<file path="src/rtl/drb_pkg.sv">
package drb_pkg;

  typedef enum logic [2:0] {
    ST_IDLE     = 3'd0,
    ST_REQ      = 3'd1,
    ST_READ     = 3'd2,
    ST_PREFETCH = 3'd3,
    ST_RESPOND  = 3'd4
  } drb_state_e;

endpackage

</file>
<file path="src/rtl/drb_win.sv">
module drb_win #(
  parameter int AW      = 16,
  parameter int WIN_W   = 12,
  parameter int LOC_TAG = 'hE,
  parameter int REM_TAG = 'hA
) (
  input  logic [AW-1:0] probe_addr,
  output logic          claim,
  input  logic [AW-1:0] src_addr,
  output logic [AW-1:0] dst_addr
);

  localparam int TAG_W = AW - WIN_W;
  localparam logic [TAG_W-1:0] LOC_T = TAG_W'(LOC_TAG);
  localparam logic [TAG_W-1:0] REM_T = TAG_W'(REM_TAG);

  // window membership: upper bits select the local aperture
  function automatic logic in_window(input logic [AW-1:0] a);
    return a[AW-1:WIN_W] == LOC_T;
  endfunction

  // aperture remap: swap the tag, keep the offset
  function automatic logic [AW-1:0] remap(input logic [AW-1:0] a);
    return {REM_T, a[WIN_W-1:0]};
  endfunction

  assign claim    = in_window(probe_addr);
  assign dst_addr = remap(src_addr);

endmodule

</file>
<file path="src/rtl/drb_pfbuf.sv">
module drb_pfbuf #(
  parameter int AW    = 16,
  parameter int DW    = 32,
  parameter int DEPTH = 4,
  parameter int PTR_W = 2,
  parameter int CNT_W = 3
) (
  input  logic             clk,
  input  logic             rst_n,
  input  logic             clr,
  input  logic             fill_en,
  input  logic [PTR_W-1:0] fill_idx,
  input  logic [DW-1:0]    fill_data,
  input  logic             commit,
  input  logic [AW-1:0]    commit_base,
  input  logic             pop,
  output logic             has_data,
  output logic [AW-1:0]    next_addr,
  output logic [DW-1:0]    head_data
);

  logic [DEPTH-1:0][DW-1:0] slot_w;
  logic [CNT_W-1:0]         left_q;
  logic [PTR_W-1:0]         head_q;
  logic [AW-1:0]            next_q;

  function automatic logic [PTR_W-1:0] next_ptr(input logic [PTR_W-1:0] p);
    return (p == PTR_W'(DEPTH - 1)) ? '0 : p + PTR_W'(1);
  endfunction

  for (genvar i = 0; i < DEPTH; i++) begin : g_slot
    logic [DW-1:0] word_q;
    always_ff @(posedge clk) begin
      if (fill_en && fill_idx == PTR_W'(i)) word_q <= fill_data;
    end
    assign slot_w[i] = word_q;
  end

  always_ff @(posedge clk) begin
    if (!rst_n) begin
      left_q <= '0;
      head_q <= '0;
      next_q <= '0;
    end else if (clr) begin
      left_q <= '0;
    end else if (commit) begin
      left_q <= CNT_W'(DEPTH);
      head_q <= '0;
      next_q <= commit_base;
    end else if (pop) begin
      left_q <= left_q - CNT_W'(1);
      head_q <= next_ptr(head_q);
      next_q <= next_q + AW'(1);
    end
  end

  assign has_data  = (left_q != '0);
  assign next_addr = next_q;
  assign head_data = slot_w[head_q];

endmodule

</file>
<file path="src/rtl/drb_ctrl.sv">
module drb_ctrl
  import drb_pkg::*;
#(
  parameter int AW    = 16,
  parameter int DW    = 32,
  parameter int DEPTH = 4,
  parameter int PTR_W = 2
) (
  input  logic             clk,
  input  logic             rst_n,
  input  logic             pf_en,
  input  logic             ini_req,
  input  logic [AW-1:0]    ini_addr,
  input  logic             claim,
  input  logic             wr_snoop,
  input  logic             buf_has,
  input  logic [AW-1:0]    buf_next,
  input  logic [DW-1:0]    buf_head,
  input  logic             rem_gnt,
  input  logic             rem_rvalid,
  input  logic [DW-1:0]    rem_rdata,
  output logic             ini_wait,
  output logic             ini_rdy,
  output logic [DW-1:0]    ini_rdata,
  output logic             rem_req,
  output logic             rem_rd,
  output logic [AW-1:0]    fetch_src,
  output logic             buf_clr,
  output logic             fill_en,
  output logic [PTR_W-1:0] fill_idx,
  output logic             commit,
  output logic [AW-1:0]    commit_base,
  output logic             pop,
  output logic             st_idle,
  output logic             st_read,
  output logic             st_prefetch,
  output logic             hit_ev,
  output logic             miss_ev,
  output logic             pf_last_ev
);

  localparam logic [PTR_W-1:0] K_LAST = PTR_W'(DEPTH - 1);

  drb_state_e       st_q, st_d;
  logic [AW-1:0]    dem_q;
  logic [PTR_W-1:0] k_q;
  logic             pf_run_q;
  logic             kill_q;
  logic [DW-1:0]    rsp_q;
  logic             st_wgnt, st_resp;

  // address of the sequential word idx+1 past the demand address
  function automatic logic [AW-1:0] seq_addr(input logic [AW-1:0] base,
                                             input logic [PTR_W-1:0] idx);
    return base + AW'(idx) + AW'(1);
  endfunction

  assign st_idle     = (st_q == ST_IDLE);
  assign st_wgnt     = (st_q == ST_REQ);
  assign st_read     = (st_q == ST_READ);
  assign st_prefetch = (st_q == ST_PREFETCH);
  assign st_resp     = (st_q == ST_RESPOND);

  assign hit_ev     = st_idle && ini_req && claim && !wr_snoop && buf_has
                      && (ini_addr == buf_next);
  assign miss_ev    = st_idle && ini_req && claim && !hit_ev;
  assign pf_last_ev = st_prefetch && rem_rvalid && (k_q == K_LAST);

  assign ini_rdy   = st_resp;
  assign ini_rdata = st_resp ? rsp_q : '0;
  assign ini_wait  = ini_req && claim && !st_resp;

  assign rem_req   = miss_ev || st_wgnt || st_read || st_prefetch
                     || (st_resp && pf_run_q);
  assign rem_rd    = st_read || st_prefetch;
  assign fetch_src = st_prefetch ? seq_addr(dem_q, k_q) : dem_q;

  assign buf_clr     = miss_ev || wr_snoop;
  assign fill_en     = st_prefetch && rem_rvalid;
  assign fill_idx    = k_q;
  assign commit      = pf_last_ev && !kill_q && !wr_snoop;
  assign commit_base = seq_addr(dem_q, '0);
  assign pop         = hit_ev;

  always_comb begin
    st_d = st_q;
    unique case (st_q)
      ST_IDLE:     if (hit_ev) st_d = ST_RESPOND;
                   else if (miss_ev) st_d = ST_REQ;
      ST_REQ:      if (rem_gnt) st_d = ST_READ;
      ST_READ:     if (rem_rvalid) st_d = ST_RESPOND;
      ST_RESPOND:  st_d = pf_run_q ? ST_PREFETCH : ST_IDLE;
      ST_PREFETCH: if (pf_last_ev) st_d = ST_IDLE;
      default:     st_d = ST_IDLE;
    endcase
  end

  always_ff @(posedge clk) begin
    if (!rst_n) begin
      st_q     <= ST_IDLE;
      dem_q    <= '0;
      k_q      <= '0;
      pf_run_q <= 1'b0;
      kill_q   <= 1'b0;
      rsp_q    <= '0;
    end else begin
      st_q <= st_d;
      if (miss_ev) begin
        dem_q    <= ini_addr;
        pf_run_q <= pf_en;
        kill_q   <= 1'b0;
      end else begin
        if (wr_snoop && !st_idle) kill_q <= 1'b1;
        if (pf_last_ev) pf_run_q <= 1'b0;
      end
      if (hit_ev) rsp_q <= buf_head;
      else if (st_read && rem_rvalid) begin
        rsp_q <= rem_rdata;
        k_q   <= '0;
      end else if (st_prefetch && rem_rvalid && !pf_last_ev) begin
        k_q <= k_q + PTR_W'(1);
      end
    end
  end

endmodule

</file>
<file path="src/rtl/dly_read_bridge.sv">
module dly_read_bridge #(
  parameter int AW       = 16,
  parameter int DW       = 32,
  parameter int WIN_W    = 12,
  parameter int LOC_TAG  = 'hE,
  parameter int REM_TAG  = 'hA,
  parameter int PF_DEPTH = 4
) (
  input  logic          clk,
  input  logic          rst_n,
  input  logic          pf_en,
  input  logic          ini_req,
  input  logic [AW-1:0] ini_addr,
  output logic          ini_wait,
  output logic          ini_rdy,
  output logic [DW-1:0] ini_rdata,
  input  logic          wr_snoop,
  output logic          rem_req,
  input  logic          rem_gnt,
  output logic          rem_rd,
  output logic [AW-1:0] rem_addr,
  input  logic          rem_rvalid,
  input  logic [DW-1:0] rem_rdata
);

  localparam int PTR_W = (PF_DEPTH > 1) ? $clog2(PF_DEPTH) : 1;
  localparam int CNT_W = $clog2(PF_DEPTH + 1);

  logic             claim_w;
  logic [AW-1:0]    fetch_src;
  logic             buf_clr, fill_en, commit, pop, buf_has;
  logic [PTR_W-1:0] fill_idx;
  logic [AW-1:0]    commit_base, buf_next;
  logic [DW-1:0]    buf_head;
  logic             st_idle, st_read, st_prefetch;
  logic             hit_ev, miss_ev, pf_last_ev;

  drb_win #(
    .AW(AW), .WIN_W(WIN_W), .LOC_TAG(LOC_TAG), .REM_TAG(REM_TAG)
  ) u_win (
    .probe_addr(ini_addr),
    .claim     (claim_w),
    .src_addr  (fetch_src),
    .dst_addr  (rem_addr)
  );

  drb_ctrl #(
    .AW(AW), .DW(DW), .DEPTH(PF_DEPTH), .PTR_W(PTR_W)
  ) u_ctrl (
    .clk        (clk),
    .rst_n      (rst_n),
    .pf_en      (pf_en),
    .ini_req    (ini_req),
    .ini_addr   (ini_addr),
    .claim      (claim_w),
    .wr_snoop   (wr_snoop),
    .buf_has    (buf_has),
    .buf_next   (buf_next),
    .buf_head   (buf_head),
    .rem_gnt    (rem_gnt),
    .rem_rvalid (rem_rvalid),
    .rem_rdata  (rem_rdata),
    .ini_wait   (ini_wait),
    .ini_rdy    (ini_rdy),
    .ini_rdata  (ini_rdata),
    .rem_req    (rem_req),
    .rem_rd     (rem_rd),
    .fetch_src  (fetch_src),
    .buf_clr    (buf_clr),
    .fill_en    (fill_en),
    .fill_idx   (fill_idx),
    .commit     (commit),
    .commit_base(commit_base),
    .pop        (pop),
    .st_idle    (st_idle),
    .st_read    (st_read),
    .st_prefetch(st_prefetch),
    .hit_ev     (hit_ev),
    .miss_ev    (miss_ev),
    .pf_last_ev (pf_last_ev)
  );

  drb_pfbuf #(
    .AW(AW), .DW(DW), .DEPTH(PF_DEPTH), .PTR_W(PTR_W), .CNT_W(CNT_W)
  ) u_buf (
    .clk        (clk),
    .rst_n      (rst_n),
    .clr        (buf_clr),
    .fill_en    (fill_en),
    .fill_idx   (fill_idx),
    .fill_data  (rem_rdata),
    .commit     (commit),
    .commit_base(commit_base),
    .pop        (pop),
    .has_data   (buf_has),
    .next_addr  (buf_next),
    .head_data  (buf_head)
  );

endmodule

</file>
<file path="config.mk">
export PLATFORM = sky130hd
export DESIGN_NAME = dly_read_bridge
export DESIGN_NICKNAME = d
export VERILOG_FILES = /design/src/rtl/drb_pkg.sv /design/src/rtl/drb_win.sv /design/src/rtl/drb_pfbuf.sv /design/src/rtl/drb_ctrl.sv /design/src/rtl/dly_read_bridge.sv
export SDC_FILE = /design/constraint.sdc
export NUM_CORES = 1
export LEC_CHECK = 0
export BUFFER_PORTS_ARGS = -buffer_cell sky130_fd_sc_hd__clkbuf_2
export CORE_ASPECT_RATIO = 0.8
export CORE_UTILIZATION = 45
export CTS_CLUSTER_DIAMETER = 150
export DETAILED_ROUTE_END_ITERATION = 8
export HOLD_SLACK_MARGIN = 0.12
export PLACE_DENSITY = 0.67
export SLEW_MARGIN = 15
export SYNTH_ARGS = -nofsm -noshare
export SYNTH_HDL_FRONTEND = slang
export SYNTH_SLANG_ARGS = --single-unit
</file>
<file path="constraint.sdc">
create_clock -name clk -period 3.1 [get_ports clk]
set_clock_uncertainty 0.1 [all_clocks]
set_input_delay 0.31 -clock clk [delete_from_list [all_inputs] [get_ports clk]]
set_output_delay 0.31 -clock clk [all_outputs]
set_load 0.02 [all_outputs]
</file>
==> results.yml <==
yosys:
  async_flop_share_pct: 0
  ys_seq_elements: 204
  synth_area_per_cell_um2: 12.4
  synth_simple_gate_area_share_pct: 13.3
  ys_seq_area_share_pct: 58.7
  synthMuxAreaShare_pct: 11.6
  synthFlopType: "edfxtp_1"
  synth_xor_area_share_pct: 3.83
  synth_compound_area_share_pct: 7.78
  synth_top_family_by_area: "simple AND/OR/NAND/NOR gates"
  synth_adder_area_share_pct: 1.59
  synth_area_mm2: 0.00915
  synthesis.instances: 737
  ys_types: 58
  ys_warn_count: 0
  synth-edff-count: 128
floorplan:
  die_w_um: 161
  chipHeight_um: 130
  dieArea_mm2: 0.0209
  placementRows: 46
  ios: 107
  core-area_mm2: 0.0199
  start_util_pct: 46.1
worst_setup_path:
  cp.required_ns: 2.69
  critPathArrivalTime_ns: 2.48
  cpPeakStageDelay_ns: 0.49
  crit_start: "u_ctrl.st_q[1]"
  r2r-start: "u_ctrl.fill_idx[1]"
  worstPathMaxFanout: 8
  worst_setup_path_end_kind: "output port"
  reg2reg_slack_ns: 0.30
  cp-start-kind: "register"
  worstSetupPathType: "register to output port"
  worstPathCellList: "nor2b_1, and2_0, nand2_1, nor4_1, xor2_1, clkbuf_2"
  critical_path.slowest_cell: "dfxtp_1"
sta:
  slew_headroom_pct: 60.7
  rsz0062_at_grt: "false"
  setup-tns-final_ns: 0
  timing.fmax_ghz: 0.346
  setup_viol: 0
  finalHoldViolations: 0
  hold_ws_ns: 0.210
  worstMarginPinSlew_ns: 0.589
  fin_crit_ns: 2.89
  final_min_period_over_clock_period_pct: 93.2
  slew_violations: 0
place:
  port_buffers: 102
  hpwlAfterDp_um: 13900
  routabilityCongestion: 0.933
  postPlaceCellArea_mm2: 0.0101
routing:
  postRouteAntennaNets: 0
  wl_per_cell_um: 19.1
  dr.pass1.iters: 5
  routed_wl_um: 22200
  drt-initial-drc-count: 481
  remaining_drc_errors: 0
  viasPerCell: 5.59
  vias: 6491
clock_tree:
  cts_tree: "built"
  cts.sinks: 204
  numCtsBuffers: 22
  cts_root_buf: "clkbuf_16"
  cts_setup_buffers: 0
  clock_latency_ns: 0.51
  clk_pin_slew_worst_paths_ns: 0.06
  clk_path_buf_depth: 3
  htree_num_levels: 1
layout:
  mostFrequentLayoutCells: "edfxtp_1, clkbuf_2, dfxtp_1, nand2_1, nor2_1"
  finalNetCount: 948
  drive_gt1_share_pct: 23.5
  final_area_mm2: 0.0112
  final_common_cell: "edfxtp_1"
  antenna_cells: 0
  area_growth_pct: 22.6
power_and_ir_drop:
  ir_worst_vdd_uv: 432
  leakage_uw: 0.00406
  power_density_mw_per_mm2: 529
  power.total_uw: 5940
grt:
  grt-ovfl-total: 0
  grt_antenna_before_repair: 0
  grt_pass1_vias: 6247
  grt_pass1_wl_um: 34900
  grt_max_degree: 39
  grt_usage_pct: 21.5
worst_hold_path:
  hold_path.startpoint: "rem_gnt"
  hold_path_class: "input pin to register"
run:
  drv_cap: 0
status:
  status: "finished, final reports clean"
## final timing paths
kind / end / cells past startpoint
setup reg to reg: u_buf.next_addr[12] / 11
hold / removal: u_ctrl.st_q[0] / 5
hold reg to reg: u_ctrl.dem_q[15] / 2
setup / recovery: rem_addr[10] / 6
## registers in the layout (all words and copies together), names as in the netlist
name and cells:
u_buf.head_q 2, u_ctrl.kill_q 1, u_ctrl.pf_run_q 1, u_ctrl.st_q 3, u_ctrl.fill_idx 2, u_ctrl.dem_q 16
u_buf.next_addr 16, u_ctrl.rsp_q 32, u_buf.left_q 3, u_buf.g_slot.word_q 128
## power by group
part	leakage (uW)	switching [uW]	internal (uW)	total, uW
logic	0.00197	296	204	501
registers	0.00176	42.4	2930	2980
clock network	0.000322	1060	1400	2460
total	0.00406	1400	4540	5940
## layer usage
metal / vias up / track usage [%] / routed length (um)
met2: 232 / 33.6 / 9960
met4: 0 / 4.72 / 336
met1: 3167 / 31.8 / 10500
li1: 3064 / - / -
met3: 28 / 3.30 / 1420
met5: - / 0 / 0
## critical path, delay by kind of cell, from the launching register on
kind                      cells  cell delay (ns)
xor gates and xnor gates      1             0.19
and+or+nand+nor               4             1.12
DFF                           1             0.49
buffers and inverters         1             0.19
## cells in the mapped netlist, types with 2 or more instances
cell / count / share of area (%)
buf_2: 11 / 0.60
mux2i_1: 31 / 3.4
and4_1: 3 / 0.29
edfxtp_1: 128 / 42
nor3_1: 9 / 0.49
nand2_1: 61 / 2.5
and3_1: 46 / 3.1
a21oi_1: 28 / 1.5
ha_1: 10 / 1.4
nor2_1: 59 / 2.4
nand4_1: 12 / 0.82
nor4_2: 2 / 0.27
conb_1: 2 / 0.082
buf_1: 3 / 0.12
a22oi_1: 3 / 0.25
a31oi_1: 4 / 0.27
a41oi_1: 3 / 0.29
or4_1: 3 / 0.25
o31ai_1: 2 / 0.16
a22o_1: 2 / 0.19
clkbuf_1: 38 / 1.6
and2_1: 2 / 0.14
a311oi_1: 3 / 0.29
a211oi_1: 34 / 2.8
o211ai_1: 3 / 0.25
xnor2_1: 26 / 2.5
o31a_1: 2 / 0.19
o21ai_0: 15 / 0.82
inv_1: 12 / 0.49
mux4_2: 32 / 7.9
dfxtp_1: 76 / 17
xor2_1: 14 / 1.3
buf_4: 4 / 0.33
or3_1: 4 / 0.27
nor4_1: 7 / 0.48
nor2b_1: 2 / 0.14
nand3_1: 20 / 1.1
## per-stage QoR
stage | util (%) | cells | worst slack [ns]
6_report | 56.5 | 1162 | 0.210
5_1_grt | 56.5 | 1162 | 0.0524
4_1_cts | 56.4 | 1162 | 0.169
3_5_place_dp | 50.7 | 1076 | 0.137
3_3_place_gp | 50.7 | 1076 | 0.262
2_1_floorplan | - | 739 | 0.0343
## repair_timing
item | CTS | global route
endpoints found under the setup margin | 0 | 4
hold buffers | 46 | 0
endpoints found under the hold margin | 174 | 0
gates resized for setup | 0 | 3
## area by class of cell
class	instances	area (um^2)
fill	1658	8640
multi-input combinational	466	3540
timing repair buffer	175	1250
inverter	13	48.8
sequential	204	5370
tap	264	330
clock inverter	12	100
clock buffer	28	573
## kinds of logic after synthesis
logic type | after synthesis
AOI/OAI and AO/OA | 106
xor gates and xnor gates | 40
adders and majority gates | 11
buffers and inverters | 69
DFF | 204
muxes | 65
other | 2
and+or+nand+nor | 240
Note: power is estimated with default switching activity, not from simulation.
